File: config.mk
export PLATFORM = sky130hd
export DESIGN_NAME = region_guard
export DESIGN_NICKNAME = d
export VERILOG_FILES = /design/src/rtl/rg_pkg.sv /design/src/rtl/rg_mode_table.sv /design/src/rtl/rg_policy_decode.sv /design/src/rtl/region_guard.sv
export SDC_FILE = /design/constraint.sdc
export NUM_CORES = 1
export LEC_CHECK = 0
export BUFFER_PORTS_ARGS = -buffer_cell sky130_fd_sc_hd__buf_2
export CAP_MARGIN = 25
export CORE_MARGIN = 2
export CORE_UTILIZATION = 30
export DETAILED_ROUTE_END_ITERATION = 6
export GPL_TIMING_DRIVEN = 1
export PLACE_DENSITY = 0.53
export SLEW_MARGIN = 20
export SYNTH_ARGS = -nofsm -noshare
export SYNTH_HDL_FRONTEND = slang
export SYNTH_HIERARCHICAL = 1
export SYNTH_SLANG_ARGS = --single-unit
export TNS_END_PERCENT = 100
File: constraint.sdc
create_clock -name clk_i -period 4.3 [get_ports clk_i]
set_clock_uncertainty 0.05 [all_clocks]
set_input_delay 0.86 -clock clk_i [delete_from_list [all_inputs] [get_ports clk_i]]
set_output_delay 0.86 -clock clk_i [all_outputs]
set_load 0.005 [all_outputs]
File: src/rtl/rg_pkg.sv
package rg_pkg;

    typedef enum logic [1:0] {
        KIND_FETCH = 2'b00,
        KIND_LOAD  = 2'b01,
        KIND_STORE = 2'b10,
        KIND_BAD   = 2'b11
    } kind_e;

    typedef enum logic [2:0] {
        POL_ALLOC   = 3'd0,
        POL_NOALLOC = 3'd1,
        POL_BYPASS  = 3'd2,
        POL_WTHRU   = 3'd3,
        POL_WBACK   = 3'd4,
        POL_ISOLATE = 3'd5,
        POL_NONE    = 3'd7
    } pol_e;

    localparam int unsigned MODE_W = 4;

    localparam logic [MODE_W-1:0] CODE_NOALLOC = 4'b0000;
    localparam logic [MODE_W-1:0] CODE_WTHRU   = 4'b0001;
    localparam logic [MODE_W-1:0] CODE_BYPASS  = 4'b0010;
    localparam logic [MODE_W-1:0] CODE_WBACK   = 4'b0100;
    localparam logic [MODE_W-1:0] CODE_ISOLATE = 4'b1110;

endpackage

File: src/rtl/rg_mode_table.sv
module rg_mode_table #(
    parameter int unsigned IDX_W    = 3,
    parameter int unsigned CODE_W   = 4,
    parameter logic [CODE_W-1:0] RST_CODE = 4'b0010
) (
    input  logic              clk_i,
    input  logic              rst_ni,
    input  logic              wr_en_i,
    input  logic [IDX_W-1:0]  wr_idx_i,
    input  logic [CODE_W-1:0] wr_code_i,
    input  logic [IDX_W-1:0]  rd_idx_i,
    output logic [CODE_W-1:0] rd_code_o
);

    localparam int unsigned ENTRIES = 1 << IDX_W;

    typedef struct packed {
        logic [ENTRIES-1:0][CODE_W-1:0] ent;
    } tbl_t;

    tbl_t st_d, st_q;

    always_comb begin
        st_d = st_q;
        if (wr_en_i) begin
            st_d.ent[wr_idx_i] = wr_code_i;
        end
    end

    always_ff @(posedge clk_i or negedge rst_ni) begin
        if (!rst_ni) begin
            st_q.ent <= {ENTRIES{RST_CODE}};
        end else begin
            st_q <= st_d;
        end
    end

    assign rd_code_o = st_q.ent[rd_idx_i];


    wr_take_chk: assert property (@(posedge clk_i) disable iff (!rst_ni)
        wr_en_i |=> st_q.ent[$past(wr_idx_i)] == $past(wr_code_i));


    no_wr_hold_chk: assert property (@(posedge clk_i) disable iff (!rst_ni)
        !wr_en_i |=> $stable(st_q));


    rst_fill_chk: assert property (@(posedge clk_i) disable iff (!rst_ni)
        ($past(rst_ni) == 1'b0) |-> (st_q.ent == {ENTRIES{RST_CODE}}));

endmodule

File: src/rtl/rg_policy_decode.sv
module rg_policy_decode
    import rg_pkg::*;
(
    input  logic [MODE_W-1:0] code_i,
    input  logic [1:0]        kind_i,
    output logic [2:0]        pol_o,
    output logic              fault_o
);

    pol_e pol;

    always_comb begin
        pol = POL_NONE;
        unique case (kind_i)
            KIND_FETCH: begin
                unique case (code_i)
                    CODE_WTHRU, CODE_WBACK: pol = POL_ALLOC;
                    CODE_BYPASS:            pol = POL_BYPASS;
                    default:                pol = POL_NONE;
                endcase
            end
            KIND_LOAD: begin
                unique case (code_i)
                    CODE_NOALLOC:           pol = POL_NOALLOC;
                    CODE_WTHRU, CODE_WBACK: pol = POL_ALLOC;
                    CODE_BYPASS:            pol = POL_BYPASS;
                    CODE_ISOLATE:           pol = POL_ISOLATE;
                    default:                pol = POL_NONE;
                endcase
            end
            KIND_STORE: begin
                unique case (code_i)
                    CODE_NOALLOC, CODE_WTHRU: pol = POL_WTHRU;
                    CODE_BYPASS:              pol = POL_BYPASS;
                    CODE_WBACK:               pol = POL_WBACK;
                    CODE_ISOLATE:             pol = POL_ISOLATE;
                    default:                  pol = POL_NONE;
                endcase
            end
            default: pol = POL_NONE;
        endcase
    end

    assign pol_o   = pol;
    assign fault_o = (pol == POL_NONE);

endmodule

File: src/rtl/region_guard.sv
module region_guard
    import rg_pkg::*;
#(
    parameter int unsigned ADDR_W      = 32,
    parameter int unsigned REGION_BITS = 3
) (
    input  logic                   clk_i,
    input  logic                   rst_ni,
    input  logic [ADDR_W-1:0]      req_addr_i,
    input  logic [1:0]             req_kind_i,
    input  logic                   wr_en_i,
    input  logic                   wr_tbl_i,
    input  logic [REGION_BITS-1:0] wr_idx_i,
    input  logic [MODE_W-1:0]      wr_mode_i,
    output logic [2:0]             pol_o,
    output logic                   fault_o
);

    localparam int unsigned N_TBL   = 2;
    localparam int unsigned TBL_DAT = 0;
    localparam int unsigned TBL_INS = 1;

    logic [REGION_BITS-1:0] region;
    logic [MODE_W-1:0]      tbl_code [N_TBL];
    logic [MODE_W-1:0]      sel_code;

    assign region = req_addr_i[ADDR_W-1 -: REGION_BITS];

    for (genvar t = 0; t < N_TBL; t++) begin : g_tbl
        rg_mode_table #(
            .IDX_W    (REGION_BITS),
            .CODE_W   (MODE_W),
            .RST_CODE (CODE_BYPASS)
        ) u_tbl (
            .clk_i     (clk_i),
            .rst_ni    (rst_ni),
            .wr_en_i   (wr_en_i && (wr_tbl_i == 1'(t))),
            .wr_idx_i  (wr_idx_i),
            .wr_code_i (wr_mode_i),
            .rd_idx_i  (region),
            .rd_code_o (tbl_code[t])
        );
    end

    assign sel_code = (req_kind_i == KIND_FETCH) ? tbl_code[TBL_INS] : tbl_code[TBL_DAT];

    rg_policy_decode u_dec (
        .code_i  (sel_code),
        .kind_i  (req_kind_i),
        .pol_o   (pol_o),
        .fault_o (fault_o)
    );


    fault_pol_chk: assert property (@(posedge clk_i) disable iff (!rst_ni)
        fault_o |-> pol_o == POL_NONE);


    fetch_pol_chk: assert property (@(posedge clk_i) disable iff (!rst_ni)
        (req_kind_i == KIND_FETCH && !fault_o) |-> (pol_o == POL_ALLOC || pol_o == POL_BYPASS));


    store_pol_chk: assert property (@(posedge clk_i) disable iff (!rst_ni)
        (req_kind_i == KIND_STORE) |-> (pol_o != POL_ALLOC && pol_o != POL_NOALLOC));


    bad_kind_chk: assert property (@(posedge clk_i) disable iff (!rst_ni)
        (req_kind_i == KIND_BAD) |-> fault_o);

endmodule

==> results.cfg, run 1 <==
[finish]
drive_gt1_share_pct = 59.0
fin_nets = 284
area_growth_pct = 15.6
top_regs = g_tbl.u_tbl/st_q (64)
top_register = g_tbl.u_tbl/st_q
n_antenna_cell = 0
largest_reg_flops = 64

[sta]
fin_crit_sh_pct = 95.9
rsz0062_at_grt = no
fmax_mhz = 243
setup_violations = 0
relSlewSlack_pct = 64.1
fin_tns_setup_ns = 0
hold_ws_ns = 0.370
hold_viol_final = 0
maxSlewViolCount = 0
tightest_slew_ns = 0.538
min_period_ns = 4.12

[logic_synthesis]
yosysWarnings = 6
async_flop_share_pct = 100
synthMuxAreaShare_pct = 38.6
synthTopCellsByCount = 72 x mux2_2, 48 x dfrtp_1, 16 x dfstp_2, 16 x mux4_1
synthMostInstantiatedCell = mux2_2
netlist_area_um2 = 3350
synth_top_family_by_area = multiplexers
synth_flop_cell = dfrtp_1
syn_inst = 209
yosysTopAreaCell = dfrtp_1
synth.avg_cell_area_um2 = 16.0
syn_nets = 254
yosysSeqAreaShare_pct = 48.5
synthAdderAreaFrac_pct = 0
ys_ff_latch = 64
synth_xor_area_share_pct = 0.262
yosysTopAreaCellShare_pct = 35.9
synth_edf_count = 0
synthSimpleGateAreaFrac_pct = 8.19
ys_types = 29
synth-compound-area-share_pct = 2.66
yosys-top-cells-area = dfrtp_1 36%, mux2_2 24%, dfstp_2 13%, mux4_1 13%, and4bb_2 2.2%

[power_and_ir_drop]
power_density_nw_per_um2 = 463
ir_worst_vdd_mv = 0.217
p_leak_nw = 1.61
p_total_w = 0.00179

[placement]
port_buffers = 19
place_congestion = 0.663
post-dp-hpwl_um = 4740

[die]
die_h_um = 110
ios = 49
die_area_um2 = 12000
core_region_area_um2 = 10800
die_w_um = 110
core.rowCount = 38
start_util_pct = 30.9

[critical_path]
worstPathArrival_ns = 3.21
setup.worst_path.end_class = output port
required_ns = 3.39
crit_top_cell = buf_2
cpMaxStageDelayCell = mux4_1
cp_cell_sequence = buf_2 -> buf_12 -> mux4_1 -> mux2_2 -> mux2_4 -> or2_4 -> a2111oi_2 -> a211oi_1 -> buf_2
critPathKind = in -> out
critical_path.max_stage_delay_ns = 0.54
cp_max_fo = 10
cp-start-kind = input port

[route]
wl_um = 6950
vias_per_cell = 5.01
wire_per_inst_um = 18.1
ant_nets = 0
drc = 0
drt_iter0_markers = 67
vias = 1922
dr.pass1.iters = 4

[hold_path]
min_path_type = in -> async

[cts]
clockBufferDepth = 2
cts-resized-gates = 0
cts_tree = done
clock_latency_ns = 0.33
hold_buffers = 0
clk_pin_slew_ns = 0.07
cts-root-buf = clkbuf_8
cts_buffers = 9
htree_levels = 3
clkSinkCount = 64
cts_setup_buffers = 0

[status]
status = finished clean

[global_route]
grt_max_degree = 44
grt_pass1_vias = 2031
track_usage_pct = 12.6
grt.overflow.total = 0
antenna_found_initial = 0
grt_pass1_wl_um = 11000

[job]
cap_violations = 0
## critical path: cells and delay by family
kind,cells,cell delay [ns]
AOI/OAI and AO/OA,2,0.44
buffers and inverters,3,0.50
muxes,3,1.14
and+or+nand+nor,1,0.27
## final timing paths
kind | depth (start not counted) | from | slack (ns) | to
max | 9 | req_addr_i[29] | 0.18 | pol_o[1]
min | 1 | rst_ni | 0.37 | g_tbl[0].u_tbl/st_q[31]
max reg2reg | 1 | g_tbl[1].u_tbl/st_q[7] | 3.48 | g_tbl[1].u_tbl/st_q[7]
min reg2reg | 1 | g_tbl[0].u_tbl/st_q[12] | 0.45 | g_tbl[0].u_tbl/st_q[12]
max in group asynchronous | 2 | rst_ni | 3.16 | g_tbl[0].u_tbl/st_q[17]
min in group clk_i | 1 | g_tbl[0].u_tbl/st_q[12] | 0.45 | g_tbl[0].u_tbl/st_q[12]
## cell usage in the layout, fill, tap and decap left out, types with 4 or more instances in the layout
cell type / instances
and4bb_2: 6
buf_12: 4
buf_2: 19
clkbuf_8: 11
dfrtp_1: 48
dfstp_2: 16
mux2_2: 72
mux2_4: 4
mux4_1: 16
nand4b_1: 6
## where the power goes
| group | switching, W | internal [W] | leakage [nW] |
|---|---|---|---|
| clock network | 0.000220 | 0.000298 | 0.103 |
| logic | 0.000178 | 0.000268 | 0.746 |
| registers | 0.0000600 | 0.000767 | 0.756 |
| total | 0.000458 | 0.00133 | 1.61 |
## through the flow
step | worst slack [ns] | utilization, % | instances | instance area, µm²
floorplan | 0.603 | - | 209 | 3350
finish | 0.178 | 35.7 | 384 | 3870
global route | 0.0977 | 35.7 | 384 | 3870
CTS | 0.177 | 35.5 | 383 | 3850
global placement | 0.230 | 33.7 | 367 | 3650
detailed placement | 0.171 | 33.7 | 367 | 3650
## final cells by class
| cell class | instances | area, µm² |
|---|---|---|
| fill | 1057 | 6970 |
| multi-input combinational | 135 | 1660 |
| sequential | 64 | 1620 |
| timing repair buffer | 26 | 198 |
| tap | 140 | 175 |
| clock buffer | 13 | 159 |
| clock inverter | 3 | 40.0 |
| inverter | 3 | 11.3 |
## logic make-up after synthesis
kind of cell | Yosys count
compound gates | 11
xor+xnor | 1
buf+inv | 10
flops | 64
mux | 92
simple gates | 31
## per-layer routing
metal / wire length [µm] / up-vias / GRT usage (%)
met4: 78 / 0 / 4.61
li1: - / 891 / -
met2: 3520 / 24 / 21.1
met1: 3190 / 1002 / 15.8
met5: 0 / - / 0
met3: 164 / 5 / 3.02
No activity file was read; power rests on OpenSTA's default activity.
==> inputs of run 2 (changes only) <==
ABC_AREA = 1   (was unset)
==> run 2 against run 1 <==
Net effect: final cell count increased by 78%; sequential power decreased by 2%; sequential share of layout area decreased by 2.6 points; wire length increased by 20%; largest cell class is now flip-flops and latches; synthesized cell count increased by 140%; register-to-register slack about the same; final area increased by 6.6%.
==> results.cfg, run 2 <==
[status]
status = finished clean

[finish]
seqCellArea_um2 = 1620
most-common-layout-cells = 203 x nand2_1, 90 x inv_1, 68 x o21ai_0
largest_reg_flops = 64
n_antenna_cell = 0
area_growth_pct = 16.8
top_regs = g_tbl.u_tbl/st_q (64)
final_common_cell = nand2_1
multiInputGateArea_um2 = 1490
num-fill-cells = 1225
top_register = g_tbl.u_tbl/st_q
drive_gt1_share_pct = 14.3
fin_nets = 579

[sta]
relSlewSlack_pct = 41.9
hold_viol_final = 0
rsz0062_at_grt = no
tightest_slew_ns = 0.872
fin_tns_setup_ns = 0
fmax_mhz = 272
min_period_ns = 3.68
maxSlewViolCount = 0
fin_crit_sh_pct = 85.5
setup_violations = 0

[route]
wl_um = 8370
drc = 0
top_layer_used = met4
drt_iter0_markers = 154
vias = 3071
vias_per_cell = 4.50
met2_length_um = 3760
wirelength_met1_um = 4240
ant_nets = 0
wl_met3_um = 230
wire_per_inst_um = 12.3
dr.pass1.iters = 5

[power_and_ir_drop]
p_leak_nw = 2.19
power_density_nw_per_um2 = 478
p_total_w = 0.00197
ir_worst_vdd_mv = 0.236

[cts]
cts_setup_buffers = 0
clockBufferDepth = 2
cts_tree = done
hold_buffers = 0
clkSinkCount = 64
cts-resized-gates = 0
cts-root-buf = clkbuf_16
clock_latency_ns = 0.33
htree_levels = 3
cts_buffers = 9
clk_pin_slew_ns = 0.05

[logic_synthesis]
syn_nets = 552
synth_flop_cell = dfrtp_1
ys_ff_latch = 64
yosysWarnings = 6
yosysTopAreaCell = dfrtp_1
synthMostInstantiatedCell = nand2_1
async_flop_share_pct = 100
synth.avg_cell_area_um2 = 6.96
yosys-top-cells-area = dfrtp_1 34%, nand2_1 22%, dfstp_2 12%, o21ai_0 9.6%, inv_1 9.6%
synthTopCellsByCount = 203 x nand2_1, 90 x inv_1, 68 x o21ai_0
yosysSeqAreaShare_pct = 45.9
syn_inst = 507
synth_edf_count = 0
yosysTopAreaCellShare_pct = 34.0
ys_types = 20
netlist_area_um2 = 3530

[global_route]
grt_pass1_wl_um = 14500
track_usage_pct = 14.5
grt_max_degree = 39
grt.overflow.total = 0
antenna_found_initial = 0
grt_pass1_vias = 2903

[die]
start_util_pct = 30.8
die_w_um = 112
core.rowCount = 39
die_h_um = 112
core_region_area_um2 = 11500
ios = 49
die_area_um2 = 12600

[critical_path]
worstRegToRegCells = 2
worstPathArrival_ns = 2.77
critPathKind = in -> out
required_ns = 3.39
cp_max_fo = 16
setup.worst_path.end_class = output port
cp-start-kind = input port

[placement]
post-dp-hpwl_um = 6050
place_congestion = 0.778
port_buffers = 19

[job]
cap_violations = 0

[hold_path]
min_path_type = reg -> reg
hold-path-cell-count = 2
==> run 2: where the power goes <==
group | internal [W] | switching [W] | total, W
clock | 0.000543 | 0.000254 | 0.000798
combinational | 0.000135 | 0.000227 | 0.000361
sequential | 0.000751 | 0.0000588 | 0.000809
==> run 2: final cells by class <==
class	instances	area share, %
well taps	143	4.34
inverters	95	8.65
flip-flops and latches	64	39.3
clock inverters	1	0.729
repair buffers	24	3.22
clock buffers	15	7.47
multi-input cells	340	36.2
==> run 2: worst max-delay path, stage by stage <==
cell,delay [ns]
buf_2,0.18
inv_2,0.26
nand2_1,0.10
nand3_1,0.09
nand2_1,0.09
nand2_1,0.06
nand2_1,0.06
o21ai_0,0.07
nand2_1,0.12
nor2_2,0.21
nand2_1,0.12
nand2_2,0.08
nand2_2,0.07
nand3_2,0.06
nand3_1,0.10
nand2_1,0.08
nor2_1,0.04
buf_2,0.12
==> run 2: per-stage QoR <==
stage | area [µm²] | hold WS [ns] | worst slack, ns | std cells | utilization [%]
floorplan | 3530 | 0.403 | 1.11 | 507 | -
global placement | 3780 | 0.416 | 0.694 | 666 | 33.0
detailed placement | 3780 | 0.423 | 0.640 | 666 | 33.0
CTS | 4120 | 0.436 | 0.639 | 682 | 35.9
global route | 4120 | 0.452 | 0.348 | 682 | 35.9
finish | 4120 | 0.431 | 0.623 | 682 | 35.9
==> run 2: worst paths after layout <==
path                                         start                 endpoint  slack [ns]
min in group asynchronous                   rst_ni  g_tbl[0].u_tbl/st_q[19]        0.60
hold / removal             g_tbl[0].u_tbl/st_q[19]  g_tbl[0].u_tbl/st_q[19]        0.43
setup reg to reg           g_tbl[1].u_tbl/st_q[29]  g_tbl[1].u_tbl/st_q[29]        3.47
setup / recovery                    req_addr_i[29]                  fault_o        0.62
max in group asynchronous                   rst_ni  g_tbl[0].u_tbl/st_q[28]        2.69
hold reg to reg            g_tbl[0].u_tbl/st_q[19]  g_tbl[0].u_tbl/st_q[19]        0.43
==> run 2: routing by layer <==
| metal | track usage (%) | vias up |
|---|---|---|
| li1 | - | 1598 |
| met1 | 20.0 | 1410 |
| met2 | 22.8 | 55 |
| met3 | 2.48 | 8 |
| met4 | 5.85 | 0 |
| met5 | 0 | - |
==> run 2: kinds of logic after synthesis <==
family          count (synthesis)  share of synthesized area [%]
flops                          64                           45.9
compound gates                 71                           10.4
buf+inv                       103                           11.7
simple gates                  269                           32.0
